`config.mk`:
```
export PLATFORM = sky130hd
export DESIGN_NAME = prio_irq_ctrl
export DESIGN_NICKNAME = d
export VERILOG_FILES = /design/src/rtl/pic_pkg.sv /design/src/rtl/pic_mask_bank.sv /design/src/rtl/pic_prio_enc.sv /design/src/rtl/pic_flags.sv /design/src/rtl/prio_irq_ctrl.sv
export SDC_FILE = /design/constraint.sdc
export NUM_CORES = 1
export LEC_CHECK = 0
export BUFFER_PORTS_ARGS = -buffer_cell sky130_fd_sc_hd__buf_2
export CAP_MARGIN = 20
export CORE_AREA = 5 5 42 44
export DETAILED_ROUTE_END_ITERATION = 10
export DIE_AREA = 0 0 47 49
export GPL_TIMING_DRIVEN = 1
export PLACE_DENSITY_LB_ADDON = 0.15
export SYNTH_ARGS = -nofsm -noshare
export SYNTH_HDL_FRONTEND = slang
export SYNTH_SLANG_ARGS = --single-unit
```
`constraint.sdc`:
```
create_clock -name clk -period 1.7 [get_ports clk]
set_clock_uncertainty 0.05 [all_clocks]
set_input_delay 0.34 -clock clk [delete_from_list [all_inputs] [get_ports clk]]
set_output_delay 0.34 -clock clk [all_outputs]
set_load 0.005 [all_outputs]
```
`src/rtl/pic_pkg.sv`:
```
package pic_pkg;

    // Target of a software register write
    typedef enum logic {
        WSEL_MASK   = 1'b0,
        WSEL_ENABLE = 1'b1
    } wsel_e;

    // Processor-visible flag pair
    typedef struct packed {
        logic enable;
        logic status;
    } irq_flags_t;

endpackage

```
`src/rtl/pic_mask_bank.sv`:
```
module pic_mask_bank #(
    parameter int NUM_SRC = 4
) (
    input  logic               clk,
    input  logic               rst,
    input  logic               wr_en,
    input  pic_pkg::wsel_e     wr_sel,
    input  logic [NUM_SRC-1:0] wr_data,
    input  logic [NUM_SRC-1:0] req,
    output logic [NUM_SRC-1:0] gated
);
    import pic_pkg::*;

    logic [NUM_SRC-1:0] mask_q;

    always_ff @(posedge clk) begin
        if (rst) begin
            mask_q <= '0;
        end else if (wr_en && wr_sel == WSEL_MASK) begin
            mask_q <= wr_data;
        end
    end

    // One gate per source
    for (genvar g = 0; g < NUM_SRC; g++) begin : g_gate
        assign gated[g] = req[g] & mask_q[g];
    end

endmodule

```
`src/rtl/pic_prio_enc.sv`:
```
module pic_prio_enc #(
    parameter int NUM_SRC = 4,
    parameter int IDX_W   = 2
) (
    input  logic [NUM_SRC-1:0] lines,
    output logic               any,
    output logic [IDX_W-1:0]   idx
);
    // seen[i]: some lower-indexed line is active
    logic [NUM_SRC:0]   seen;
    logic [NUM_SRC-1:0] hit;

    assign seen[0] = 1'b0;

    for (genvar g = 0; g < NUM_SRC; g++) begin : g_chain
        assign hit[g]    = lines[g] & ~seen[g];
        assign seen[g+1] = seen[g] | lines[g];
    end

    assign any = seen[NUM_SRC];

    // hit is one-hot or zero: OR together the index of the single hit
    always_comb begin
        idx = '0;
        for (int i = 0; i < NUM_SRC; i++) begin
            if (hit[i]) begin
                idx = idx | IDX_W'(i);
            end
        end
    end

endmodule

```
`src/rtl/pic_flags.sv`:
```
module pic_flags #(
    parameter int IDX_W = 2
) (
    input  logic                clk,
    input  logic                rst,
    input  logic                any_req,
    input  logic [IDX_W-1:0]    win_idx,
    input  logic                sw_wr,
    input  logic                sw_val,
    input  logic                take,
    output pic_pkg::irq_flags_t flags,
    output logic [IDX_W-1:0]    idx_q
);
    import pic_pkg::*;

    irq_flags_t fl_q;
    logic [IDX_W-1:0] win_q;

    always_ff @(posedge clk) begin
        if (rst) begin
            fl_q  <= '0;
            win_q <= '0;
        end else begin
            // status tracks the encoder every cycle
            fl_q.status <= any_req;
            win_q       <= win_idx;
            // taking the interrupt has precedence over a software write
            if (take) begin
                fl_q.enable <= 1'b0;
            end else if (sw_wr) begin
                fl_q.enable <= sw_val;
            end
        end
    end

    assign flags = fl_q;
    assign idx_q = win_q;

endmodule

```
`src/rtl/prio_irq_ctrl.sv`:
```
module prio_irq_ctrl #(
    parameter int                          NUM_SRC  = 4,
    parameter int                          VEC_W    = 8,
    parameter logic [VEC_W-1:0]            VEC_BASE = 8'h40
) (
    input  logic               clk,
    input  logic               rst,
    input  logic [NUM_SRC-1:0] req_i,
    input  logic               wr_en_i,
    input  logic               wr_sel_i,
    input  logic [NUM_SRC-1:0] wr_data_i,
    input  logic               instr_end_i,
    output logic               irq_o,
    output logic               ack_o,
    output logic [VEC_W-1:0]   vector_o
);
    import pic_pkg::*;

    localparam int IDX_W = (NUM_SRC > 1) ? $clog2(NUM_SRC) : 1;

    wsel_e              sel;
    logic [NUM_SRC-1:0] gated;
    logic               any_req;
    logic [IDX_W-1:0]   win_idx;
    logic [IDX_W-1:0]   held_idx;
    irq_flags_t         flags;
    logic               take;
    logic               ack_q;
    logic [VEC_W-1:0]   vec_q;

    assign sel = wsel_e'(wr_sel_i);

    pic_mask_bank #(.NUM_SRC(NUM_SRC)) mask_i (
        .clk     (clk),
        .rst     (rst),
        .wr_en   (wr_en_i),
        .wr_sel  (sel),
        .wr_data (wr_data_i),
        .req     (req_i),
        .gated   (gated)
    );

    pic_prio_enc #(.NUM_SRC(NUM_SRC), .IDX_W(IDX_W)) enc_i (
        .lines (gated),
        .any   (any_req),
        .idx   (win_idx)
    );

    pic_flags #(.IDX_W(IDX_W)) flags_i (
        .clk     (clk),
        .rst     (rst),
        .any_req (any_req),
        .win_idx (win_idx),
        .sw_wr   (wr_en_i && sel == WSEL_ENABLE),
        .sw_val  (wr_data_i[0]),
        .take    (take),
        .flags   (flags),
        .idx_q   (held_idx)
    );

    assign irq_o = flags.enable & flags.status;
    assign take  = instr_end_i & irq_o;

    always_ff @(posedge clk) begin
        if (rst) begin
            ack_q <= 1'b0;
            vec_q <= '0;
        end else begin
            ack_q <= take;
            vec_q <= take ? (VEC_BASE + VEC_W'(held_idx)) : '0;
        end
    end

    assign ack_o    = ack_q;
    assign vector_o = vec_q;

endmodule

```
==> run metrics, run 1 <==
Syn Area/Cell around 9.7 um^2; Post-DP HPWL between 600 and 700 um; share of cells above drive strength 1 0.348; Reg2Reg Depth 2; drt wl/cell 9.57 um; # diodes 0; vias 339; yosys warns 0; Max VDD drop roughly 0.68 mV; Post-CTS Setup Bufs 0; initial DRC count 9; # IOs 23; die area about 2300 um^2; CP endpoint kind output pin; DRC 0; Worst Path Arrival a little under 0.9 ns; Post-Synth Adder-Cell Area 0; Hold Buf Count CTS 0; flops & latches, synth 12; worst reg-to-reg setup slack around 0.77 ns; post-synthesis simple-gate area fraction 0.199; share of the synthesized area in the top cell type 0.516; Worst Setup Start Kind register; setup violators final 0; Syn Inst Count 48; vias per cell ~4.1; CTS Buf Count 3; Routed Antenna Nets 0; Power Density around 990 nW/um^2; Seq/Total Area, Yosys 0.516; largest net degree at the start of global routing 10; area leader, netlist dfxtp_1; mux cell area share after synthesis 0.0860; Max FO, Critical Path 3; GRT Total Usage 0.0722; drt pass-1 iters 3; fmax ~790 MHz; Post-Syn Area ~470 um^2; Worst Hold Class in -> reg; IO buf count 17; Cells after DPL a little under 80; TritonCTS clock tree built; initial antenna violation count 0; Max Slew Vio Count 0; post-synthesis xor/xnor area fraction 0; Starting Density 0.332; fin crit share 0.748; clk slew on worst S/H paths 0.08 ns; Finished Layout Cells approximately 80; distinct cell type count after synthesis 17; Worst Setup SP flags_i.flags[1]$_SDFFE_PP0P_; Pleak between 0.2 and 0.3 nW; total congestion overflow 0; first-pass GRT wire length between 1000 and 1500 um; area grow syn2layout 22.8%; H-tree depth 1; post_cts resized 0; Root Driver clkbuf_4; end point of the critical path irq_o; largest family of logic cells by synthesized area simple AND/OR/NAND/NOR gates; top post-synthesis cells by area dfxtp_1, buf_4, mux2i_1; FF-to-FF Start flags_i.flags[1]$_SDFFE_PP0P_; GP Congestion approximately 0.6; final hold vios 0; dpl cell area between 500 and 600 um^2; vias in the first global route ~290; final net count 80; final instance area 572 um^2; die width 47 um; RR Endpoint flags_i.flags[1]$_SDFFE_PP0P_; FP Rows 14; setup TNS 0 ns; worst path required time 1.31 ns; minimum clock period around 1.3 ns; die height between 40 and 50 um; post-layout util 0.408; RSZ-0062 raised after global routing no; Clock Latency Late Sink 0.27 ns; core area between 1000 and 1500 um^2; complex-gate fraction of the synthesized area 0.0833; max-cap viol count 0; clk sinks 12; status completed; Worst Setup Path Type reg -> out; Max clock buf depth 2; final WL between 700 and 800 um
-- flip-flops by register name, summed over array words and instances, names as in the netlist --
| register | flops |
|---|---|
| mask_i.mask_q | 4 |
| vector_o | 3 |
| flags_i.flags | 2 |
| ack_o | 1 |
| flags_i.idx_q | 2 |
-- worst min path at each step --
stage | from | to | slack [ns] | cells after the start
CTS | instr_end_i | flags_i.flags[1]$_SDFFE_PP0P_ | 0.21 | 2
floorplan | flags_i.idx_q[0]$_SDFF_PP0_ | vector_o[0]$_SDFF_PP0_ | 0.36 | 1
global placement | flags_i.idx_q[0]$_SDFF_PP0_ | vector_o[0]$_SDFF_PP0_ | 0.36 | 1
global route | instr_end_i | flags_i.flags[1]$_SDFFE_PP0P_ | 0.22 | 2
detailed placement | flags_i.idx_q[1]$_SDFF_PP0_ | vector_o[1]$_SDFF_PP0_ | 0.36 | 1
finish | instr_end_i | flags_i.flags[1]$_SDFFE_PP0P_ | 0.22 | 2
-- power by group --
| group | internal, mW | switching [mW] | total, mW |
|---|---|---|---|
| Sequential | 0.290 | 0.00479 | 0.295 |
| Clock | 0.130 | 0.0941 | 0.224 |
| Combinational | 0.0220 | 0.0223 | 0.0443 |
| Total | 0.442 | 0.121 | 0.564 |
-- metal layers --
| layer | track usage | vias to the layer above | part of all wire |
|---|---|---|---|
| met5 | 0 | - | 0 |
| met2 | 0.104 | 14 | 0.45 |
| met1 | 0.0783 | 136 | 0.42 |
| met4 | 0.0276 | 0 | 0.010 |
| li1 | - | 187 | - |
| met3 | 0.0554 | 2 | 0.12 |
-- kinds of logic (layout without fill, tap and decap cells) --
logic type | count (synthesis) | count (layout)
buffers and inverters | 7 | 21
AO/OA/AOI/OAI | 5 | 5
other | 1 | 5
AND/OR/NAND/NOR | 19 | 19
multiplexers | 4 | 4
flip-flops | 12 | 12
-- cell usage after synthesis --
cell type  count
conb_1         1
buf_2          1
a22oi_1        1
nand2b_1       1
nor2_1         7
mux2i_1        4
nand2_1        4
nand3_1        2
and2_4         1
buf_4          6
nor3b_1        1
dfxtp_1       12
a2111oi_2      1
nor2b_1        1
a21oi_1        2
and2_1         2
a31oi_1        1
-- placed cells by master (no fill, tap or decap) --
master / n
nor2_1: 7
and2_1: 2
dfxtp_1: 12
nor3b_1: 1
nand2b_1: 1
mux2i_1: 4
nor2b_1: 1
a21oi_1: 2
a31oi_1: 1
buf_2: 17
a22oi_1: 1
and2_4: 1
clkbuf_8: 1
a2111oi_2: 1
conb_1: 5
nand2_1: 4
nand3_1: 2
clkbuf_4: 3
-- metrics by stage --
stage | hold WS [ns] | setup slack, ns | total power [mW]
floorplan | 0.356 | 0.742 | 0.336
global route | 0.219 | 0.388 | 0.591
CTS | 0.211 | 0.411 | 0.574
finish | 0.216 | 0.428 | 0.564
global placement | 0.362 | 0.423 | 0.346
detailed placement | 0.361 | 0.425 | 0.346
-- worst max-delay path: stages, from the launching register on --
cell	delay (ns)
dfxtp_1	0.36
and2_4	0.15
buf_2	0.10
-- layout make-up --
type / instances / area [um^2]
sequential: 12 / 240
tap: 16 / 20.0
fill: 157 / 830
multi-input combinational: 33 / 190
clock buffer: 4 / 36.3
timing repair buffer: 17 / 85.1
Note: power is estimated with default switching activity, not from simulation.
==> run 2, diff against run 1 <==
- ABC_AREA: default -> 1
- clock period: 1.7 -> 1.2 ns (I/O delays scaled with it)
==> run 2 against run 1 <==
Against the previous run:
- sequential cell count unchanged
- design area grew 9.0%
- setup slack worse by 0.33 ns
- global-route usage grew 0.82 points
- core utilization up 3.7 points
==> run metrics, run 2 <==
status completed; most numerous cell in the Yosys netlist nand2_1; vias in the first global route 359 (+26%); RSZ-0062 raised after global routing no; initial antenna violation count 0 (unchanged); area grow syn2layout 23.9%; die width 47 um (unchanged); worst path required time 0.91 ns (-0.40 ns); top post-synthesis cells by area dfxtp_1, nand2_1, nor2_1; Syn Inst Count 67 (+40%); drt pass-1 iters 1 (-2); setup TNS 0 ns (unchanged); worst hold start rst; GRT Total Usage 0.0805 (+0.00821); FF/Latch Area 241 um^2 (+0.52%); most frequent cells in the layout buf_2, nand2_1, nor2_1; Worst Setup Start Kind register; area of the multi-input gates 210 um^2 (+11%); vias per cell 4.22 (+2.2%); final WL 831 um (+5.9%); fill cell count 161 (+2.5%); fmax 908 MHz; max-cap viol count 0 (unchanged); clk sinks 12 (unchanged); FF-to-FF Start flags_i.flags[0]$_SDFF_PP0_; Buf+Inv Stages, Crit Path 2 (+1); Pleak 0.329 nW (+24%); IO buf count 17 (unchanged); Cells after DPL 99 (+27%); # diodes 0 (unchanged); Max VDD drop 0.658 mV (-3.3%); final hold vios 0 (unchanged); Clock Latency Late Sink 0.27 ns (about the same); Max FO, Critical Path 2 (-1); Finished Layout Cells 103 (+26%); CP endpoint kind output pin; Cell Chain, Critical Path nand2_1 > inv_1 > buf_2; fin crit share 0.918; critical path's largest stage delay 0.35 ns (about the same); Max clock buf depth 2 (unchanged); FP Rows 14 (unchanged); final net count 101 (+26%); setup violators final 0 (unchanged); Seq/Total Area, Yosys 0.478 (-0.0385); Largest register FFs 4 (unchanged); yosys warns 0 (unchanged); share of the synthesized area in the top cell type 0.478 (-0.0385); share of cells above drive strength 1 0.322 (-0.0266); # IOs 23 (unchanged); clk slew on worst S/H paths 0.07 ns (about the same); asr flop ratio synth 0 (unchanged); Starting Density 0.359 (+0.0268); Post-Syn Area 503 um^2 (+8.1%); die area 2300 um^2 (unchanged); GP Congestion 0.632 (+3.2%); Max Slew Vio Count 0 (unchanged); area leader, netlist dfxtp_1; Power Density 1310 nW/um^2 (+33%); Worst Setup SP flags_i.flags[0]$_SDFF_PP0_; Top FF cell, synth dfxtp_1; vias 435 (+28%); first-pass GRT wire length 1310 um (+13%); H-tree depth 1 (unchanged); total chip power 0.818 mW (+45%); initial DRC count 0 (-9); Slowest cell on crit path dfxtp_1; die height 49 um (unchanged); Worst Path Arrival 0.81 ns (-0.07 ns); post-layout util 0.445 (+0.0366); total congestion overflow 0 (unchanged); Routed Antenna Nets 0 (unchanged); CTS Buf Count 3 (unchanged); distinct cell type count after synthesis 13 (-4); commonest cells in the netlist nand2_1, nor2_1, dfxtp_1, buf_4, inv_1; Worst Hold Class in -> reg; TritonCTS clock tree built; Hold Buf Count CTS 0 (unchanged); flops & latches, synth 12 (unchanged); largest net degree at the start of global routing 8 (-2); Root Driver clkbuf_4; core area 1400 um^2 (unchanged); critical path's top delay family flip-flops; minimum clock period between 1 and 1.5 ns; DRC 0 (unchanged); Top reg by flops mask_i.mask_q; Post-DP HPWL 692 um (+13%); Post-synth EDFFs 0 (unchanged); commonest non-fill, non-tap cell in the layout buf_2; Worst Setup Path Type reg -> out; drt wl/cell 8.07 um (-16%); Syn Area/Cell 7.51 um^2 (-23%)
==> run 2: cell types whose count changed after synthesis, moves of 2 or more <==
| cell | before | now |
|---|---|---|
| mux2i_1 | 4 | 0 |
| inv_1 | 0 | 5 |
| nor2_1 | 7 | 13 |
| inv_2 | 0 | 3 |
| nand3b_1 | 0 | 4 |
| and2_1 | 2 | 0 |
| nand2_1 | 4 | 16 |
==> run 2: path summary, 6_finish.rpt <==
path / end / slack (ns) / cells after the start
setup reg to reg: vector_o[1]$_SDFF_PP0_ / 0.40 / 4
hold / removal: ack_o$_SDFF_PP0_ / 0.14 / 2
hold reg to reg: vector_o[1]$_SDFF_PP0_ / 0.36 / 2
setup / recovery: irq_o / 0.1 / 3
==> run 2: per-layer routing <==
layer  share of wire  global-route usage
met5               0                   0
met4           0.024              0.0829
met2            0.49               0.118
met1            0.39              0.0841
met3           0.095              0.0221
==> run 2: report_power, final <==
part / leakage [nW] / internal, mW / switching, mW
registers: 0.0984 / 0.415 / 0.00818
clock network: 0.0210 / 0.184 / 0.133
logic: 0.210 / 0.0351 / 0.0428
total: 0.329 / 0.634 / 0.184
==> run 2: cell families (layout without fill, tap and decap cells) <==
group                  after synthesis  in the layout  share of synthesized area
DFF                                 12             12                      0.478
buffers and inverters               13             29                      0.134
other                                1              5                    0.00746
AOI/OAI and AO/OA                    3              3                     0.0298
and+or+nand+nor                     38             38                      0.351
==> run 2: what timing repair did <==
item                                    in CTS  in global routing
resized for setup                            0                  1
setup buffers                                0                  0
endpoints found under the setup margin       0                  1
==> run 2: through the flow <==
| step | area (um^2) | worst slack (ns) | hold slack [ns] |
|---|---|---|---|
| finish | 623 | 0.0987 | 0.144 |
| global route | 623 | 0.0254 | 0.133 |
| CTS | 622 | 0.0529 | 0.131 |
| detailed placement | 586 | 0.359 | 0.352 |
| global placement | 586 | 0.380 | 0.345 |
| floorplan | 518 | 0.463 | 0.262 |
==> run 2: area by class of cell <==
cell class / count / share of cell area
clock buffers: 4 / 0.0582
inverters: 8 / 0.0482
multi-input cells: 46 / 0.337
flip-flops and latches: 12 / 0.388
well taps: 16 / 0.0321
repair buffers: 17 / 0.137
==> run 3, diff against run 2 <==
--- a/config.mk
+++ b/config.mk
@@ -9,10 +9,11 @@
 export BUFFER_PORTS_ARGS = -buffer_cell sky130_fd_sc_hd__buf_2
 export CAP_MARGIN = 20
-export CORE_AREA = 5 5 42 44
+export CORE_MARGIN = 5
+export CORE_UTILIZATION = 40
 export DETAILED_ROUTE_END_ITERATION = 10
-export DIE_AREA = 0 0 47 49
 export GPL_TIMING_DRIVEN = 1
 export PLACE_DENSITY_LB_ADDON = 0.15
 export SYNTH_ARGS = -nofsm -noshare
 export SYNTH_HDL_FRONTEND = slang
+export SYNTH_HIERARCHICAL = 1
 export SYNTH_SLANG_ARGS = --single-unit
==> constraint.sdc (replaced) <==
create_clock -name clk -period 1.2 [get_ports clk]
set_clock_uncertainty 0.05 [all_clocks]
set_input_delay 0.12 -clock clk [delete_from_list [all_inputs] [get_ports clk]]
set_output_delay 0.12 -clock clk [all_outputs]
set_load 0.005 [all_outputs]
==> run 3 against run 2 <==
Against the previous run:
- via count increased by 8.3%
- final cell count increased by 16%
- highest routed layer unchanged
- design area increased by 7.8%
- sequential power about the same
- largest cell class unchanged
==> run metrics, run 3 <==
Post-Syn Area 554 um^2 (+10%); core area 1300 um^2 (-7.1%); final net count 118 (+17%); clk sinks 12 (unchanged); CP endpoint kind output pin; DRC 0 (unchanged); Slowest cell on crit path dfxtp_1; drt pass-1 iters 2 (+1); critical path's largest stage delay 0.36 ns (about the same); most numerous cell in the Yosys netlist inv_1; initial DRC count 2 (+2); NetSw 0.188 mW (+2.0%); share of cells above drive strength 1 0.250 (-0.0718); worst reg-to-reg setup slack 0.34 ns (-0.06 ns); asr flop ratio synth 0 (unchanged); TritonCTS clock tree built; total congestion overflow 0 (unchanged); status completed; post_cts resized 0 (unchanged); Max FO, Critical Path 3 (+1); Max VDD drop 0.536 mV (-18%); # diodes 0 (unchanged); sequential share of power 0.513 (-0.004); P_int 0.638 mW (+0.67%); distinct cell type count after synthesis 12 (-1); vias 471 (+8.3%); initial antenna violation count 0 (unchanged); fin crit share 0.853 (-0.0652); largest net degree at the start of global routing 8 (unchanged); Cell Chain, Critical Path nand2_1 > inv_1 > buf_2; Starting Density 0.426 (+0.0670); CTS Buf Count 3 (unchanged); Largest register FFs 4 (unchanged); Clk pwr share 0.379 (-0.009); minimum clock period 1.02 ns (-0.0783 ns); Top FF cell, synth dfxtp_1; Routed Antenna Nets 0 (unchanged); Post-DP HPWL 719 um (+4.0%); Seq/Total Area, Yosys 0.433 (-0.0442); commonest cells in the netlist inv_1, nor2_1, nand2_1, dfxtp_1, buf_4; Comb pwr share 0.108 (+0.013); Worst Path Arrival 0.85 ns (+0.04 ns); Max Slew Vio Count 0 (unchanged); final hold vios 0 (unchanged); share of the synthesized area in the top cell type 0.433 (-0.0442); Max clock buf depth 2 (unchanged); Finished Layout Cells 119 (+16%); Syn Inst Count 84 (+25%); IO buf count 17 (unchanged); area grow syn2layout 21.2%; Root Driver clkbuf_4; worst path required time 1.03 ns (+0.12 ns); area leader, netlist dfxtp_1; Clock Latency Late Sink 0.26 ns (about the same); GP Congestion 0.628 (-0.60%); Worst Hold Class in -> reg; fmax 977 MHz (+7.7%); Reg2Reg Depth 6 (+2); top post-synthesis cells by area dfxtp_1, inv_1, nor2_1; final WL 839 um (+0.96%); # IOs 23 (unchanged); Syn Area/Cell 6.60 um^2 (-12%); die height 47.2 um (-3.6%); max-cap viol count 0 (unchanged); flops & latches, synth 12 (unchanged); Post-synth EDFFs 0 (unchanged); commonest non-fill, non-tap cell in the layout inv_1; yosys warns 6 (+6); GRT Total Usage 0.0894 (+0.00899); Post-CTS Setup Bufs 0 (unchanged); Pleak 0.430 nW (+31%); setup violators final 0 (unchanged); Worst Setup Start Kind register; most frequent cells in the layout inv_1, nor2_1, buf_2; die area 2230 um^2 (-3.2%); first-pass GRT wire length 1330 um (+1.5%); switching fraction of total power 0.227 (+0.00223); Cells after DPL 115 (+16%); RSZ-0062 raised after global routing no; Top reg by flops mask_i/mask_q; Worst Setup Path Type reg -> out; hold depth 2 (unchanged); clk slew on worst S/H paths 0.07 ns (about the same); Hold Buf Count CTS 0 (unchanged); die width 47.2 um (+0.48%); H-tree depth 1 (unchanged); vias per cell 3.96 (-6.3%); FP Rows 13 (-1); drt wl/cell 7.05 um (-13%); vias in the first global route 385 (+7.2%); Power Density 1230 nW/um^2 (-6.4%); setup TNS 0 ns (unchanged)
-- run 3: changes by cell type in the layout (fill, tap and decap cells not counted), sizes merged --
cell | before | now
nand3 | 3 | 4
a21oi | 3 | 1
nor2 | 15 | 20
nand2 | 16 | 14
nor3 | 0 | 1
nand3b | 4 | 0
inv | 8 | 25
nand4 | 0 | 1
-- run 3: worst max-delay path, delay by kind of cell, from the launching register on --
| kind | cells | cell delay [ns] |
|---|---|---|
| flops | 1 | 0.36 |
| buf+inv | 2 | 0.15 |
| simple gates | 1 | 0.08 |
-- run 3: area by class of cell --
type	instances	area (um^2)
Clock buffer	4	36.3
Sequential cell	12	240
Inverter	25	93.8
Multi-Input combinational cell	46	198
Fill cell	140	629
Timing Repair Buffer	17	85.1
Tap cell	15	18.8
-- run 3: metal layers --
layer / global-route usage / part of all wire / vias to the layer above / wire (um)
met2: 0.136 / 0.46 / 16 / 390
met1: 0.0930 / 0.41 / 184 / 345
met3: 0.0230 / 0.083 / 4 / 70
li1: - / - / 267 / -
met4: 0.0994 / 0.038 / 0 / 32
met5: 0 / 0 / - / 0
-- run 3: cells by family after synthesis --
family / synth area share
and+or+nand+nor: 0.307
other: 0.00677
buffers and inverters: 0.237
AOI/OAI and AO/OA: 0.0158
DFF: 0.433
-- run 3: worst paths after layout --
path,startpoint,endpoint
setup / recovery,flags_i/flags[1]$_SDFFE_PP0P_,irq_o
hold / removal,rst,flags_i/idx_q[1]$_SDFF_PP0_
setup reg to reg,mask_i/mask_q[1]$_SDFFE_PP0P_,flags_i/idx_q[0]$_SDFF_PP0_
hold reg to reg,flags_i/idx_q[0]$_SDFF_PP0_,vector_o[0]$_SDFF_PP0_
-- run 3: per-stage QoR --
| step | power [mW] | area, um^2 | utilization | setup slack (ns) | hold WS (ns) |
|---|---|---|---|---|---|
| 2_1_floorplan | 0.501 | 569 | - | 0.413 | 0.141 |
| 4_1_cts | 0.837 | 672 | 0.516 | 0.159 | 0.0378 |
| 6_report | 0.826 | 672 | 0.516 | 0.177 | 0.0377 |
| 3_3_place_gp | 0.522 | 636 | 0.488 | 0.370 | 0.325 |
| 5_1_grt | 0.875 | 672 | 0.516 | 0.0958 | 0.0345 |
| 3_5_place_dp | 0.524 | 636 | 0.488 | 0.353 | 0.327 |
-- run 3: power by group through the flow --
stage	Sequential (mW)	Clock [mW]	Combinational [mW]
after floorplan	0.432	0	0.0694
after global placement	0.433	0	0.0893
after detailed placement	0.433	0	0.0907
after CTS	0.424	0.322	0.0908
after global routing	0.426	0.344	0.106
final	0.424	0.313	0.0896
